--- config.mk ---
export PLATFORM = sky130hd
export DESIGN_NAME = audio_clk_gen
export DESIGN_NICKNAME = d
export VERILOG_FILES = /design/src/rtl/audio_clk_pkg.sv /design/src/rtl/lrb_frame_gen.sv /design/src/rtl/mck_out_gen.sv /design/src/rtl/ratio_div.sv /design/src/rtl/audio_clk_gen.sv
export SDC_FILE = /design/constraint.sdc
export NUM_CORES = 1
export LEC_CHECK = 0
export ABC_AREA = 1
export BUFFER_PORTS_ARGS = -buffer_cell sky130_fd_sc_hd__buf_2
export CAP_MARGIN = 40
export CORE_MARGIN = 5
export CORE_UTILIZATION = 30
export DETAILED_ROUTE_END_ITERATION = 8
export SYNTH_ARGS = -nofsm -noshare
export SYNTH_HDL_FRONTEND = slang
export SYNTH_SLANG_ARGS = --single-unit
export TNS_END_PERCENT = 50
--- constraint.sdc ---
create_clock -name clk -period 3.85 [get_ports clk]
set_clock_uncertainty 0.05 [all_clocks]
set_input_delay 0.77 -clock clk [delete_from_list [all_inputs] [get_ports clk]]
set_output_delay 0.77 -clock clk [all_outputs]
set_load 0.01 [all_outputs]
--- src/rtl/audio_clk_pkg.sv ---
package audio_clk_pkg;
  localparam int FRAME_CYC = 256;
  localparam int FRAME_W   = $clog2(FRAME_CYC);
  localparam int RATIO_W   = 5;

  // Divider code to ratio; the undefined code falls back to 1.
  function automatic logic [RATIO_W-1:0] code_ratio(input logic [2:0] code);
    case (code)
      3'd1:    code_ratio = RATIO_W'(2);
      3'd2:    code_ratio = RATIO_W'(4);
      3'd3:    code_ratio = RATIO_W'(8);
      3'd4:    code_ratio = RATIO_W'(16);
      3'd5:    code_ratio = RATIO_W'(3);
      3'd6:    code_ratio = RATIO_W'(6);
      default: code_ratio = RATIO_W'(1);
    endcase
  endfunction

  // Frame-counter bit that forms the bit clock for each rate code.
  function automatic int bck_bit(input logic [1:0] mode);
    case (mode)
      2'd0:    bck_bit = FRAME_W - 6;
      2'd3:    bck_bit = FRAME_W - 8;
      default: bck_bit = FRAME_W - 7;
    endcase
  endfunction
endpackage

--- src/rtl/lrb_frame_gen.sv ---
module lrb_frame_gen
  import audio_clk_pkg::*;
(
  input  logic       clk,
  input  logic       rst_n,
  input  logic       en,
  input  logic [1:0] mode,
  output logic       lr,
  output logic       bck,
  output logic       wrap
);
  logic [FRAME_W-1:0] cnt, cnt_nx;
  logic               en_act, en_use;
  logic [1:0]         mode_act, mode_use;
  logic               lr_d, bck_d;

  assign wrap     = &cnt;
  assign cnt_nx   = cnt + 1'b1;
  assign en_use   = wrap ? en   : en_act;
  assign mode_use = wrap ? mode : mode_act;

  always_comb begin
    lr_d  = en_use & (mode_use[1] ? cnt_nx[FRAME_W-2] : cnt_nx[FRAME_W-1]);
    bck_d = en_use & cnt_nx[bck_bit(mode_use)];
  end

  always_ff @(posedge clk or negedge rst_n) begin
    if (!rst_n) begin
      cnt      <= '0;
      en_act   <= 1'b0;
      mode_act <= 2'd0;
      lr       <= 1'b0;
      bck      <= 1'b0;
    end else begin
      cnt      <= cnt_nx;
      en_act   <= en_use;
      mode_act <= mode_use;
      lr       <= lr_d;
      bck      <= bck_d;
    end
  end
endmodule

--- src/rtl/mck_out_gen.sv ---
module mck_out_gen (
  input  logic clk,
  input  logic rst_n,
  input  logic wrap,
  input  logic en,
  input  logic half_sel,
  output logic mck
);
  logic half_q, en_act, sel_act;

  always_ff @(posedge clk or negedge rst_n) begin
    if (!rst_n) begin
      half_q  <= 1'b0;
      en_act  <= 1'b0;
      sel_act <= 1'b0;
    end else begin
      half_q <= ~half_q;
      if (wrap) begin
        en_act  <= en;
        sel_act <= half_sel;
      end
    end
  end

  assign mck = en_act & (sel_act ? half_q : clk);
endmodule

--- src/rtl/ratio_div.sv ---
module ratio_div
  import audio_clk_pkg::*;
(
  input  logic       clk,
  input  logic       rst_n,
  input  logic [2:0] code,
  output logic       div_clk,
  output logic       err
);
  logic [RATIO_W-1:0] r_act, r_use, dc, dc_nx;
  logic [RATIO_W:0]   hi_len;
  logic               at_end, dq;

  assign at_end = ({1'b0, dc} + 1'b1) >= {1'b0, r_act};
  assign r_use  = at_end ? code_ratio(code) : r_act;
  assign dc_nx  = at_end ? '0 : dc + 1'b1;
  assign hi_len = ({1'b0, r_use} + 1'b1) >> 1;

  always_ff @(posedge clk or negedge rst_n) begin
    if (!rst_n) begin
      r_act <= RATIO_W'(1);
      dc    <= '0;
      dq    <= 1'b1;
      err   <= 1'b0;
    end else begin
      r_act <= r_use;
      dc    <= dc_nx;
      dq    <= {1'b0, dc_nx} < hi_len;
      err   <= (code == 3'd7);
    end
  end

  assign div_clk = (r_act == RATIO_W'(1)) ? clk : dq;
endmodule

--- src/rtl/audio_clk_gen.sv ---
module audio_clk_gen (
  input  logic       clk,
  input  logic       rst_n,
  input  logic       lrb_en,
  input  logic [1:0] lrb_mode,
  input  logic       mck_en,
  input  logic       mck_half,
  input  logic [2:0] div_code,
  output logic       lr_out,
  output logic       bck_out,
  output logic       mck_out,
  output logic       div_clk,
  output logic       div_err
);
  logic frame_wrap;

  lrb_frame_gen u_frame (
    .clk(clk), .rst_n(rst_n), .en(lrb_en), .mode(lrb_mode),
    .lr(lr_out), .bck(bck_out), .wrap(frame_wrap)
  );

  mck_out_gen u_mck (
    .clk(clk), .rst_n(rst_n), .wrap(frame_wrap), .en(mck_en),
    .half_sel(mck_half), .mck(mck_out)
  );

  ratio_div u_div (
    .clk(clk), .rst_n(rst_n), .code(div_code),
    .div_clk(div_clk), .err(div_err)
  );
endmodule

==> report_table.html <==
<table>
<tr><th>Metric</th><th>Value</th></tr>
<tr><th colspan="2">Finish</th></tr>
<tr><td>Layout cell share with drive strength beyond 1</td><td>23.4%</td></tr>
<tr><td>ANT cells</td><td>0</td></tr>
<tr><td>Final net count</td><td>224</td></tr>
<tr><td>Cell area after layout</td><td>0.00188 mm²</td></tr>
<tr><td>Relative area change from synthesis to final layout</td><td>17.3%</td></tr>
<tr><th colspan="2">Worst setup path</th></tr>
<tr><td>CP most frequent cell</td><td>sky130_fd_sc_hd__clkbuf_8</td></tr>
<tr><td>Critical path capture point type</td><td>primary output</td></tr>
<tr><td>Worst path bufs/invs</td><td>3</td></tr>
<tr><td>Master of the slowest instance on the critical path</td><td>sky130_fd_sc_hd__mux2_2</td></tr>
<tr><td>Cells traversed along the worst timing path</td><td>clkbuf_8 -&gt; clkbuf_8 -&gt; mux2_2 -&gt; buf_2</td></tr>
<tr><td>Critical path data required time</td><td>3.03 ns</td></tr>
<tr><td>Worst path arrival time</td><td>2.56 ns</td></tr>
<tr><td>Stage delay of the slowest cell on the critical path</td><td>0.26 ns</td></tr>
<tr><td>Top delay family on crit path</td><td>buffers and inverters</td></tr>
<tr><td>Critical path start-end classification</td><td>clock port to primary output</td></tr>
<tr><td>Critical path launch point type</td><td>clock port</td></tr>
<tr><td>Maximum fanout along the worst path</td><td>2</td></tr>
<tr><th colspan="2">Routing</th></tr>
<tr><td>Count of vias placed by the detailed router</td><td>1177</td></tr>
<tr><td>Total DRC errors in the routed layout</td><td>0</td></tr>
<tr><td>Final routed wirelength across all metal layers</td><td>2.86 mm</td></tr>
<tr><td>Average wire per cell in the routed design</td><td>10.5 µm</td></tr>
<tr><td>Avg Vias per Cell</td><td>4.34</td></tr>
<tr><td>Antenna Nets Post-Route</td><td>0</td></tr>
<tr><td>Violation count after the first detailed-routing iteration</td><td>46</td></tr>
<tr><td>1st-pass router iterations</td><td>4</td></tr>
<tr><th colspan="2">Logic synthesis</th></tr>
<tr><td>Fraction of the mapped netlist area in simple logic gates</td><td>24.4%</td></tr>
<tr><td>Arithmetic-cell share of the synthesized area counting full adders, half adders and majority gates</td><td>10.2%</td></tr>
<tr><td>Most numerous cell in the Yosys netlist</td><td>sky130_fd_sc_hd__inv_1</td></tr>
<tr><td>Post-synth top cells</td><td>29 x sky130_fd_sc_hd__inv_1, 28 x sky130_fd_sc_hd__nand2_1, 26 x sky130_fd_sc_hd__dfrtp_1, 13 x sky130_fd_sc_hd__ha_1, 12 x sky130_fd_sc_hd__nor2_1</td></tr>
<tr><td>Number of synthesized register bits</td><td>28</td></tr>
<tr><td>Parity-gate share of the synthesized area counting xor and xnor cells</td><td>4.92%</td></tr>
<tr><td>Share of synthesized registers carrying an async set or reset</td><td>100%</td></tr>
<tr><td>Synthesized netlist net count</td><td>202</td></tr>
<tr><td>Synthesized cell area</td><td>0.00160 mm²</td></tr>
<tr><td>Combinational family with the most area after synthesis</td><td>simple AND/OR/NAND/NOR gates</td></tr>
<tr><td>Top FF cell, synth</td><td>sky130_fd_sc_hd__dfrtp_1</td></tr>
<tr><td>Post-synthesis compound-gate area fraction</td><td>6.33%</td></tr>
<tr><td>Count of yosys warnings during synthesis</td><td>0</td></tr>
<tr><td>Post-synth top area share</td><td>40.6%</td></tr>
<tr><td>Post-synthesis mux area share</td><td>2.11%</td></tr>
<tr><td>Synthesized area per cell</td><td>8.95 µm²</td></tr>
<tr><td>Unique masters post-synth</td><td>29</td></tr>
<tr><td>Mapped Cells</td><td>179</td></tr>
<tr><td>Post-synthesis sequential area ratio</td><td>43.9%</td></tr>
<tr><td>Synth area leader</td><td>sky130_fd_sc_hd__dfrtp_1</td></tr>
<tr><td>Biggest area contributors in the synthesized netlist</td><td>sky130_fd_sc_hd__dfrtp_1 41%, sky130_fd_sc_hd__ha_1 10%, sky130_fd_sc_hd__inv_1 6.8%, sky130_fd_sc_hd__nand2_1 6.6%, sky130_fd_sc_hd__nand2_2 3.9%</td></tr>
<tr><td>Number of enable flip-flop cells after synthesis</td><td>0</td></tr>
<tr><th colspan="2">Global route</th></tr>
<tr><td>All-Layer GR Usage</td><td>9.47%</td></tr>
<tr><td>Most used routing layer in global routing</td><td>met2</td></tr>
<tr><td>Global-route congestion overflow total</td><td>0</td></tr>
<tr><td>Global-route wire length before repair</td><td>5.32 mm</td></tr>
<tr><td>GR Layer Usage met3</td><td>4.06%</td></tr>
<tr><td>Number of antenna violations at the first check in global routing</td><td>0</td></tr>
<tr><td>Via count of the first global-routing pass</td><td>1219</td></tr>
<tr><td>Global-route met1 utilization</td><td>11.8%</td></tr>
<tr><td>Met2 global-route usage</td><td>14.1%</td></tr>
<tr><td>Pin count of the biggest net entering global routing</td><td>29</td></tr>
<tr><th colspan="2">Clock tree</th></tr>
<tr><td>Number of post-CTS setup repair buffers</td><td>0</td></tr>
<tr><td>CTS tree</td><td>done</td></tr>
<tr><td>Worst-path clk slew</td><td>0.10 ns</td></tr>
<tr><td>Number of hold buffers added after cts</td><td>0</td></tr>
<tr><td>Clk Latency, worst-skew pair</td><td>0.38 ns</td></tr>
<tr><td>Post-CTS resize count</td><td>0</td></tr>
<tr><th colspan="2">Power</th></tr>
<tr><td>Power per cell area</td><td>788 mW/mm²</td></tr>
<tr><td>Final Total Pwr</td><td>0.00148 W</td></tr>
<tr><td>Leakage power of the design</td><td>0.989 nW</td></tr>
<tr><td>Maximum vdd drop</td><td>336 µV</td></tr>
<tr><th colspan="2">Placed design</th></tr>
<tr><td>Routability cong.</td><td>0.784</td></tr>
<tr><td>Port Buffers</td><td>14</td></tr>
<tr><td>Placement Cell Area</td><td>0.00175 mm²</td></tr>
<tr><td>Hpwl dp</td><td>2.10 mm</td></tr>
<tr><th colspan="2">Floorplanning</th></tr>
<tr><td>Std-Cell Rows</td><td>26</td></tr>
<tr><td>Core outline area</td><td>0.00514 mm²</td></tr>
<tr><td>Die boundary height</td><td>83.1 µm</td></tr>
<tr><td>Die extent in x</td><td>83.1 µm</td></tr>
<tr><td>DIE AREA</td><td>0.00690 mm²</td></tr>
<tr><td>Number of ports placed on the die boundary</td><td>15</td></tr>
<tr><td>Initial core utilization</td><td>31.2%</td></tr>
<tr><th colspan="2">Timing</th></tr>
<tr><td># setup viols final</td><td>0</td></tr>
<tr><td>Worst-Margin Slew</td><td>0.626 ns</td></tr>
<tr><td>Relative slew slack</td><td>58.2%</td></tr>
<tr><td>Post-route fraction of the period consumed by the critical path</td><td>87.9%</td></tr>
<tr><td>Unrepaired setup endpoints after global routing</td><td>false</td></tr>
<tr><td>Number of pins with negative max-slew slack in the final report</td><td>0</td></tr>
<tr><td>Setup tns final</td><td>0 ns</td></tr>
<tr><td>Max frequency</td><td>298 MHz</td></tr>
<tr><td>Hold Vio Cnt, Final</td><td>0</td></tr>
<tr><td>Post-layout minimum cycle time</td><td>3.38 ns</td></tr>
<tr><th colspan="2">Job</th></tr>
<tr><td>Count of maximum capacitance violations</td><td>0</td></tr>
<tr><th colspan="2">Status</th></tr>
<tr><td>Outcome</td><td>finished clean</td></tr>
<tr><th colspan="2">Worst hold path</th></tr>
<tr><td>Worst hold-check path type</td><td>input port to asynchronous set/reset pin</td></tr>
</table>
==> per-layer routing <==
metal	wire length (µm)	share of wire (%)
met5	0	0
met4	48	1.7
met3	180	6.3
met2	1290	45
met1	1340	47
==> stage by stage <==
stage          setup WS, ns  hold WS (ns)  util [%]  std cells
2_1_floorplan         0.833         0.333         -        179
3_3_place_gp          0.657         0.343      34.0        262
3_5_place_dp          0.542         0.343      34.0        262
4_1_cts               0.452         0.357      36.5        271
5_1_grt               0.139         0.379      36.5        271
6_report              0.467         0.342      36.5        271
==> power breakdown <==
group | total [W] | internal (W) | switching [W]
clock | 0.000387 | 0.000249 | 0.000138
sequential | 0.000393 | 0.000358 | 0.0000355
combinational | 0.000700 | 0.000250 | 0.000450
==> sequential cells by signal, summed over array words and instances (netlist names) <==
register          count
u_mck.sel_act         1
u_frame.bck           1
u_frame.mode_act      2
u_frame.cnt           8
u_frame.lr            1
u_mck.half_q          1
u_div.err             1
u_div.dc              5
u_div.dq              1
u_div.r_act           5
u_mck.en_act          1
u_frame.en_act        1
==> cell usage in the layout, fill, tap and decap left out, types with 2 or more instances in the layout <==
cell / n
sky130_fd_sc_hd__nand2_2: 10
sky130_fd_sc_hd__nand4_1: 6
sky130_fd_sc_hd__nor2_1: 12
sky130_fd_sc_hd__mux2_2: 3
sky130_fd_sc_hd__nand2_1: 28
sky130_fd_sc_hd__o21ai_1: 2
sky130_fd_sc_hd__xor2_1: 4
sky130_fd_sc_hd__inv_1: 29
sky130_fd_sc_hd__ha_1: 13
sky130_fd_sc_hd__inv_2: 3
sky130_fd_sc_hd__nand3_1: 7
sky130_fd_sc_hd__a21oi_1: 5
sky130_fd_sc_hd__dfrtp_1: 26
sky130_fd_sc_hd__clkbuf_8: 7
sky130_fd_sc_hd__nor3_1: 5
sky130_fd_sc_hd__buf_2: 14
sky130_fd_sc_hd__dfstp_2: 2
sky130_fd_sc_hd__xnor2_1: 5
sky130_fd_sc_hd__o21ai_0: 7
==> area by class of cell <==
type / count / area (µm²)
multi-input cells: 118 / 767
fillers: 535 / 3260
inverters: 32 / 120
well taps: 70 / 87.6
repair buffers: 12 / 60.1
clock buffers: 10 / 110
flip-flops and latches: 28 / 703
clock inverters: 1 / 30.0
==> kinds of logic after synthesis <==
family                     count (synthesis)
DFF                                       28
buffers and inverters                     33
muxes                                      3
AOI/OAI and AO/OA                         17
adders and majority gates                 13
xor gates and xnor gates                   9
and+or+nand+nor                           76
==> path summary, 6_finish.rpt <==
check	start	end	slack [ns]	cells after the start
hold reg to reg	u_mck.half_q$_DFF_PN0_	u_mck.half_q$_DFF_PN0_	0.35	1
min in group clk	u_mck.half_q$_DFF_PN0_	u_mck.half_q$_DFF_PN0_	0.35	1
setup / recovery	clk	div_clk	0.47	4
max in group asynchronous	rst_n	u_div.r_act[3]$_DFF_PN0_	3.00	1
hold / removal	rst_n	u_frame.cnt[2]$_DFF_PN0_	0.34	1
setup reg to reg	u_div.dc[0]$_DFF_PN0_	u_div.dq$_DFF_PN1_	0.50	20
(Power assumes the default switching activity.)
